--- src/rtl/msd_pkg.sv ---
package msd_pkg;
    // line index doubles as flag bit position and (plus 4) level bit position
    localparam int LN_CTS = 0;
    localparam int LN_DSR = 1;
    localparam int LN_RI  = 2;
    localparam int LN_DCD = 3;
    localparam int NUM_LINES = 4;

    localparam int OFS_CTRL   = 'h24;
    localparam int OFS_STATUS = 'h28;

    localparam int CTRL_DTR_BIT  = 0;
    localparam int CTRL_RTS_BIT  = 1;
    localparam int CTRL_AFC_BIT  = 5;
    localparam int STAT_FLOW_BIT = 8;
    localparam int STAT_LVL_LSB  = 4;

    typedef enum logic [0:0] {
        ST_WARMUP = 1'b0,
        ST_ARMED  = 1'b1
    } arm_state_t;
endpackage

--- src/rtl/msd_sync.sv ---
module msd_sync #(
    parameter int WIDTH  = 4,
    parameter int STAGES = 2
) (
    input  logic             clk,
    input  logic             rst_n,
    input  logic [WIDTH-1:0] din,
    output logic [WIDTH-1:0] dout
);
    logic [WIDTH-1:0] stage_q [STAGES];

    for (genvar s = 0; s < STAGES; s++) begin : g_stage
        if (s == 0) begin : g_first
            always_ff @(posedge clk) begin
                if (!rst_n) stage_q[s] <= '0;
                else        stage_q[s] <= din;
            end
        end else begin : g_next
            always_ff @(posedge clk) begin
                if (!rst_n) stage_q[s] <= '0;
                else        stage_q[s] <= stage_q[s-1];
            end
        end
    end

    assign dout = stage_q[STAGES-1];
endmodule

--- src/rtl/msd_delta.sv ---
module msd_delta
    import msd_pkg::*;
#(
    parameter int LINES  = 4,
    parameter int STAGES = 2,
    parameter int RI_IDX = 2
) (
    input  logic             clk,
    input  logic             rst_n,
    input  logic [LINES-1:0] lvl,
    input  logic [LINES-1:0] clr_mask,
    output logic [LINES-1:0] delta
);
    localparam int CNT_W     = $clog2(STAGES + 1) + 1;
    localparam int WARM_LAST = STAGES;

    arm_state_t       st_q, st_nx;
    logic [CNT_W-1:0] cnt_q, cnt_nx;
    logic [LINES-1:0] prev_q;
    logic [LINES-1:0] delta_q;
    logic [LINES-1:0] ev;
    logic             armed;

    // state register
    always_ff @(posedge clk) begin
        if (!rst_n) begin
            st_q  <= ST_WARMUP;
            cnt_q <= '0;
        end else begin
            st_q  <= st_nx;
            cnt_q <= cnt_nx;
        end
    end

    // next state
    always_comb begin
        st_nx  = st_q;
        cnt_nx = cnt_q;
        unique case (st_q)
            ST_WARMUP: begin
                if (cnt_q == CNT_W'(WARM_LAST)) st_nx = ST_ARMED;
                else                            cnt_nx = cnt_q + 1'b1;
            end
            ST_ARMED: st_nx = ST_ARMED;
        endcase
    end

    // outputs of the state machine
    always_comb begin
        armed = 1'b0;
        unique case (st_q)
            ST_WARMUP: armed = 1'b0;
            ST_ARMED:  armed = 1'b1;
        endcase
    end

    for (genvar i = 0; i < LINES; i++) begin : g_ev
        if (i == RI_IDX) begin : g_trail
            assign ev[i] = armed & prev_q[i] & ~lvl[i];
        end else begin : g_any
            assign ev[i] = armed & (prev_q[i] ^ lvl[i]);
        end
    end

    always_ff @(posedge clk) begin
        if (!rst_n) begin
            prev_q  <= '0;
            delta_q <= '0;
        end else begin
            prev_q  <= lvl;
            delta_q <= (delta_q & ~clr_mask) | ev;
        end
    end

    assign delta = delta_q;

    // a flag only drops on a clock where software wrote one to it
    assert_clear_needs_write_R7: assert property (@(posedge clk) disable iff (!rst_n)
        ((($past(delta_q) & ~delta_q) & ~$past(clr_mask)) == '0));

    // the ring flag rises only after an asserted-to-deasserted step
    assert_ri_trailing_R6: assert property (@(posedge clk) disable iff (!rst_n)
        $rose(delta_q[RI_IDX]) |-> ($past(prev_q[RI_IDX]) && !$past(lvl[RI_IDX])));

    // nothing can be flagged before the chain holds real samples
    assert_quiet_warmup_R10: assert property (@(posedge clk) disable iff (!rst_n)
        (st_q == ST_WARMUP) |-> (delta_q == '0));
endmodule

--- src/rtl/msd_modem_status.sv ---
module msd_modem_status
    import msd_pkg::*;
#(
    parameter int ADDR_W      = 8,
    parameter int DATA_W      = 32,
    parameter int SYNC_STAGES = 2
) (
    input  logic              clk,
    input  logic              rst_n,
    input  logic              wr_en,
    input  logic [ADDR_W-1:0] wr_addr,
    input  logic [DATA_W-1:0] wr_data,
    input  logic [ADDR_W-1:0] rd_addr,
    output logic [DATA_W-1:0] rd_data,
    input  logic              cts_in,
    input  logic              dsr_in,
    input  logic              ri_in,
    input  logic              dcd_in,
    output logic              dtr_n,
    output logic              rts_n,
    output logic              flow_en,
    output logic              msc_irq
);
    logic [NUM_LINES-1:0] raw_lines;
    logic [NUM_LINES-1:0] sync_lines;
    logic [NUM_LINES-1:0] delta;
    logic [NUM_LINES-1:0] clr_mask;
    logic                 wr_ctrl, wr_stat;
    logic                 dtr_q, rts_q, afc_q, flow_mode_q;
    logic                 wr_unused;

    always_comb begin
        raw_lines         = '0;
        raw_lines[LN_CTS] = cts_in;
        raw_lines[LN_DSR] = dsr_in;
        raw_lines[LN_RI]  = ri_in;
        raw_lines[LN_DCD] = dcd_in;
    end

    msd_sync #(
        .WIDTH  (NUM_LINES),
        .STAGES (SYNC_STAGES)
    ) u_sync (
        .clk   (clk),
        .rst_n (rst_n),
        .din   (raw_lines),
        .dout  (sync_lines)
    );

    assign wr_ctrl  = wr_en && (wr_addr == ADDR_W'(OFS_CTRL));
    assign wr_stat  = wr_en && (wr_addr == ADDR_W'(OFS_STATUS));
    assign clr_mask = wr_stat ? wr_data[NUM_LINES-1:0] : '0;

    msd_delta #(
        .LINES  (NUM_LINES),
        .STAGES (SYNC_STAGES),
        .RI_IDX (LN_RI)
    ) u_delta (
        .clk      (clk),
        .rst_n    (rst_n),
        .lvl      (sync_lines),
        .clr_mask (clr_mask),
        .delta    (delta)
    );

    always_ff @(posedge clk) begin
        if (!rst_n) begin
            dtr_q       <= 1'b0;
            rts_q       <= 1'b0;
            afc_q       <= 1'b0;
            flow_mode_q <= 1'b0;
        end else begin
            if (wr_ctrl) begin
                dtr_q <= wr_data[CTRL_DTR_BIT];
                rts_q <= wr_data[CTRL_RTS_BIT];
                afc_q <= wr_data[CTRL_AFC_BIT];
            end
            if (wr_stat) flow_mode_q <= wr_data[STAT_FLOW_BIT];
        end
    end

    assign dtr_n   = ~dtr_q;
    assign rts_n   = ~rts_q;
    assign flow_en = afc_q;
    assign msc_irq = |delta;

    always_comb begin
        rd_data = '0;
        if (rd_addr == ADDR_W'(OFS_CTRL)) begin
            rd_data[CTRL_DTR_BIT] = dtr_q;
            rd_data[CTRL_RTS_BIT] = rts_q;
            rd_data[CTRL_AFC_BIT] = afc_q;
        end else if (rd_addr == ADDR_W'(OFS_STATUS)) begin
            rd_data[STAT_FLOW_BIT] = flow_mode_q;
            rd_data[STAT_LVL_LSB +: NUM_LINES] = sync_lines;
            rd_data[NUM_LINES-1:0] = delta;
        end
    end

    assign wr_unused = ^{wr_data[DATA_W-1:9], wr_data[7:6], wr_data[4]};

    // pins follow the control write on the next clock
    assert_pins_follow_R3: assert property (@(posedge clk) disable iff (!rst_n)
        wr_ctrl |=> ((dtr_n == !$past(wr_data[CTRL_DTR_BIT])) &&
                     (rts_n == !$past(wr_data[CTRL_RTS_BIT])) &&
                     (flow_en == $past(wr_data[CTRL_AFC_BIT]))));

    // the event can only appear after a synchronised level moved
    assert_irq_cause_R9: assert property (@(posedge clk) disable iff (!rst_n)
        $rose(msc_irq) |-> ($past(sync_lines, 1) != $past(sync_lines, 2)));
endmodule

--- config.mk ---
export PLATFORM = sky130hd
export DESIGN_NAME = msd_modem_status
export DESIGN_NICKNAME = d
export VERILOG_FILES = /design/src/rtl/msd_pkg.sv /design/src/rtl/msd_sync.sv /design/src/rtl/msd_delta.sv /design/src/rtl/msd_modem_status.sv
export SDC_FILE = /design/constraint.sdc
export NUM_CORES = 1
export LEC_CHECK = 0
export BUFFER_PORTS_ARGS = -buffer_cell sky130_fd_sc_hd__buf_2
export CORE_MARGIN = 1.5
export CORE_UTILIZATION = 43
export DETAILED_ROUTE_END_ITERATION = 6
export PLACE_DENSITY_LB_ADDON = 0.1
export SETUP_SLACK_MARGIN = 0.1
export SYNTH_ARGS = -nofsm -noshare
export SYNTH_HDL_FRONTEND = slang
export SYNTH_SLANG_ARGS = --single-unit
--- constraint.sdc ---
create_clock -name clk -period 3.6 [get_ports clk]
set_input_delay 0 -clock clk [delete_from_list [all_inputs] [get_ports clk]]
set_output_delay 0 -clock clk [all_outputs]
set_load 0.03 [all_outputs]
Word-level counts from Yosys, hierarchy flattened
Memories as Yosys holds them, arrays and structs flattened.
Cells that the tools add are included.
Operators by class
  mux-type cells: 13
  add/sub/neg operators: 1
  eq/ne operators: 5
  reductions and logical operators: 4
  bitwise operators: 18
Operators with widths (count)
  8-bit by 6-bit == test with 1-bit output, second input constant: 4
  4-bit two-way mux: 3
  9-bit two-way mux: 1
  3-bit two-way mux: 2
  1-bit AND: 5
  1-bit inverter: 5
  4-bit AND: 1
  1-bit two-way mux: 4
  4-bit inverter: 1
  4-bit bitwise OR: 1
  1-bit one-hot mux with 2 select lines: 2
  4-bit OR reduction: 1
  3-bit by 1-bit adder with 3-bit output, second input constant: 1
  3-bit by 2-bit == test with 1-bit output, second input constant: 1
  1-bit XOR: 3
  1-bit logical AND: 2
  2-bit two-way mux: 1
  1-bit bitwise OR: 2
  2-bit AND reduction: 1
Storage, ports and cells
  input port bits: 55
  output and inout port bits: 36
  register bits after elaboration: 16
  word-level logic and storage cells: 50
  memories kept: 1
  RAM bits: 8
Memory list
  u_sync.stage_q: words 2, bits a word 4, rd ports 2, clocked after Yosys merged registers in 0, write ports 2, RTL line msd_sync.sv:10  | logic [WIDTH-1:0] stage_q [STAGES];

Longest topological paths before layout
  depth in word-level cells: 6
  gate-level depth with buffers: 5
  mapped depth without buffers: 5

Modules after synthesis
From an unflattened synthesis, not the netlist that was laid out.
Unflattened totals
  cells, all modules: 134
  area, all modules: 1224.9 um^2
By module, submodules not included
  msd_modem_status: instances 1, area an instance 553.0 um^2, cells an instance 71, sequential area each 80.1 um^2
  msd_delta: instances 1, area an instance 461.7 um^2, cells an instance 47, sequential area each 240.2 um^2
  msd_sync: instances 1, area an instance 210.2 um^2, cells an instance 16, sequential area each 160.2 um^2

Worst setup path after synthesis
Ideal clock, no wire load.
  kind: reg-to-reg
  start point: reg u_delta.cnt_q[0]
  end point: reg u_delta.cnt_q[0]
  buffers on the path: 0
  stages on the path, launching flop included: 6
  clock period less this slack: 1.192 ns
  data arrival time: 1.122 ns
  setup slack: 2.408 ns
  library setup time: 0.070 ns
  data required time: 3.530 ns
  cells stage by stage: dfxtp_1 -> inv_1 -> ha_1 -> nor2b_1 -> or3_1 -> a21oi_1
Between the ends
  word-level cells in the longest chain between the ends: 3
  elaborated cells between the ends (all ways): 4
  classes of those cells: add/sub: 1; eq/ne: 1; bitwise: 1; reduce/logical: 1
RTL lines
  from (decl): RTL line msd_delta.sv:18  | logic [CNT_W-1:0] cnt_q, cnt_nx;
  from (signal assigned): RTL line msd_delta.sv:31  | cnt_q <= cnt_nx;
  branches (longest 3 deep; another with 3-bit by 1-bit adder with 3-bit output)
Several ways; the timed one is not identified.
A chain may end at the register's enable or synchronous reset.

Worst setup path after layout
  start point: reg u_delta.st_q
  end point: reg u_delta.delta_q[2], in the netlist u_delta.delta[2]
Between the ends
  word-level cells in the longest chain between the ends: 5
RTL lines
  from (decl): RTL line msd_delta.sv:17  | arm_state_t st_q, st_nx;
  from (signal assigned): RTL line msd_delta.sv:30  | st_q <= st_nx;
  1-bit inverter: RTL line msd_delta.sv:51  | unique case (st_q)
  1-bit one-hot mux with 2 select lines (*): RTL line msd_delta.sv:51
  1-bit AND (*) (2 in series): RTL line msd_delta.sv:59  | assign ev[i] = armed & prev_q[i] & ~lvl[i];
  4-bit bitwise OR (*): RTL line msd_delta.sv:71  | delta_q <= (delta_q & ~clr_mask) | ev;
  to (signal assigned): RTL line msd_delta.sv:71
  to (decl): RTL line msd_delta.sv:20  | logic [LINES-1:0] delta_q;
Mark *: on every way between the ends. The rest lies on a longest branch, timed or not.

==> flow_summary.json <==
{
  "synthArstFlopShare": 0,
  "multi_input_area_um2": 612,
  "portBuffers": 41,
  "pwr-share-clk": 0.305,
  "die_w_um": 56.2,
  "p_per_area_nw_per_um2": 414,
  "path_delay_family": "flip-flops",
  "cts_root_buf": "clkbuf_4",
  "fin_cells": 216,
  "synth_edf_count": 0,
  "cp-end-kind": "register",
  "place_area_um2": 1360,
  "fmax_ghz": 0.618,
  "r2r_start": "u_delta.st_q$_SDFF_PN0_",
  "dp.cells": 201,
  "p_sw_uw": 177,
  "switching_share": 0.282,
  "synthDistinctLibCells": 26,
  "arrival_ns": 1.89,
  "drtPass1Iterations": 4,
  "core_um2": 2710,
  "postLayoutCellArea_um2": 1520,
  "wire_per_inst_um": 9.66,
  "vias": 975,
  "grt-ovfl-total": 0,
  "yosys_register_bits": 24,
  "hold_violations": 0,
  "crit_chain": "and3b_1 -> o21ai_0 -> a21oi_1 -> dlygate4sd3_1",
  "p_int_uw": 453,
  "ctsHoldBuffers": 11,
  "setup_viol": 0,
  "synthTopCellsByArea": "dfxtp_1 (40%), buf_4 (14%), and2_1 (9.3%), nand2_1 (3.4%), mux2i_1 (3.3%)",
  "cp.required_ns": 3.88,
  "synthCells": 133,
  "seq_area_um2": 480,
  "worst_slack_ns": 1.98,
  "final_util": 0.561,
  "cts_setup_buffers": 0,
  "leakage_nw": 0.726,
  "fillCellCount": 246,
  "grt_pass1_vias": 861,
  "crit_start": "u_delta.st_q$_SDFF_PN0_",
  "ios": 91,
  "cp_slowest_cell": "dfxtp_1",
  "crit_type": "register to register",
  "dieArea_um2": 3160,
  "min_period_over_period": 0.449,
  "pre_cts_ws_ns": 2.31,
  "min_period_ns": 1.62,
  "synth_most_common_cell": "dfxtp_1",
  "max_stage_delay_ns": 0.57,
  "cts_buffers": 3,
  "min_path_type": "input pin to register",
  "antenna_found_initial": 0,
  "path_clk_slew_ns": 0.14,
  "routabilityCongestion": 0.764,
  "yosysTopAreaCellShare": 0.395,
  "critPathLaunchType": "register",
  "synth_top_area_cell": "dfxtp_1",
  "critical_path_buf_inv_count": 1,
  "avgSynthCellArea_um2": 9.14,
  "slew_violations": 0,
  "cts_resized": 0,
  "initial_core_util": 0.449,
  "status": "complete, no violations",
  "area_growth_pct": 25.1,
  "syn_area_um2": 1220,
  "drt-total-wl_um": 2090,
  "die_h_um": 56.2,
  "grt_max_degree": 23,
  "fin_skew_ns": 0.0143,
  "drc": 0,
  "clock_path_buffers": 2,
  "synth_flop_cell": "dfxtp_1",
  "num_antenna_cells": 0,
  "cts_tree": "yes",
  "cts.sinks": 24,
  "max-vdd-ir-drop_mv": 0.375,
  "maxCapViolations": 0,
  "synth_common_cells": "dfxtp_1 (24), buf_4 (23), and2_1 (18)",
  "yosysSeqAreaShare": 0.395,
  "via_per_inst": 4.51,
  "yosys_warnings": 0,
  "drive_above_1_share": 0.265,
  "hp-start": "wr_addr[3]",
  "fin_nets": 243,
  "rows": 19,
  "setup_tns_ns": 0,
  "crit_fanout": 14,
  "dpl.hpwl_um": 1600,
  "grt_pass1_wl_um": 3560,
  "grt_usage": 0.143,
  "clk_latency_ns": 0.32,
  "final_antenna_net_count": 0,
  "htreeDepth": 1,
  "combPwrFrac": 0.201,
  "rsz0062_at_grt": "no",
  "drt_iter0_markers": 9,
  "seq_power_share": 0.495
}
[final cells by class]
type	count	area share
inverters	6	0.0148
clock inverters	1	0.0197
flip-flops and latches	24	0.316
multi-input cells	99	0.402
clock buffers	3	0.0148
well taps	31	0.0255
repair buffers	52	0.207
[metal layers]
| layer | share of wire | global-route usage | routed length, um |
|---|---|---|---|
| met3 | 0.057 | 0.0279 | 118 |
| met4 | 0.010 | 0.0408 | 21 |
| met1 | 0.45 | 0.178 | 930 |
| met5 | 0 | 0 | 0 |
| met2 | 0.49 | 0.249 | 1020 |
[cell usage in the layout, fill, tap and decap left out]
cell type      instances
inv_1                  6
or3_4                  1
a21oi_1                7
bufinv_16              1
nand4bb_2              1
xor2_1                 3
or4_1                  2
a311oi_1               3
dfxtp_1               24
nor2b_1                4
nand3b_1               1
nor2_1                 5
ha_1                   2
mux2i_1                4
conb_1                23
and4b_1                1
nand2_1               11
buf_2                 41
nor4b_4                1
or3_1                  2
a22oi_1                3
and2_1                18
nor4_1                 1
nor4_4                 1
clkbuf_4               3
and3b_1                1
o21ai_0                4
dlygate4sd3_1         11
[cells by family after synthesis]
kind of cell | after synthesis | synth area share
DFF | 24 | 0.395
AOI/OAI and AO/OA | 17 | 0.0854
muxes | 4 | 0.0329
adders and majority gates | 2 | 0.0206
xor gates and xnor gates | 3 | 0.0216
and+or+nand+nor | 50 | 0.272
other | 1 | 0.00308
buffers and inverters | 32 | 0.170
[registers in the layout, summed over array words and instances, names as in the netlist, 3 cells and up]
name and cells:
u_sync.stage_q 8, u_delta.delta 4, u_delta.prev_q 4, u_delta.cnt_q 3
[worst register-to-register path, cell delays in order (launching register included)]
cell and delay, ns:
dfxtp_1 0.57, and3b_1 0.24, o21ai_0 0.08, a21oi_1 0.13, dlygate4sd3_1 0.55
[final timing paths]
| path | end | slack, ns | cells past startpoint |
|---|---|---|---|
| worst max register to register | u_delta.delta[2]$_SDFF_PN0_ | 1.98 | 4 |
| worst min register to register | u_sync.stage_q[1][3]$_SDFF_PN0_ | 0.45 | 1 |
| worst min-delay path | rts_q$_SDFFE_PN0P_ | 0.01 | 3 |
| worst max-delay path | u_delta.delta[2]$_SDFF_PN0_ | 1.98 | 4 |
[power groups by stage]
stage,Combinational [mW],Sequential (mW),Clock [mW]
2_1_floorplan,0.119,0.305,0
3_3_place_gp,0.114,0.316,0
3_5_place_dp,0.118,0.318,0
4_1_cts,0.127,0.312,0.199
5_1_grt,0.146,0.317,0.207
6_report,0.126,0.312,0.192
[metrics by stage]
stage | hold slack (ns) | total power [mW]
CTS | 0.00240 | 0.638
global route | 0.00959 | 0.670
detailed placement | 0.211 | 0.436
global placement | 0.205 | 0.430
finish | 0.0137 | 0.630
floorplan | 0.110 | 0.424
Note: power is estimated with default switching activity, not from simulation.
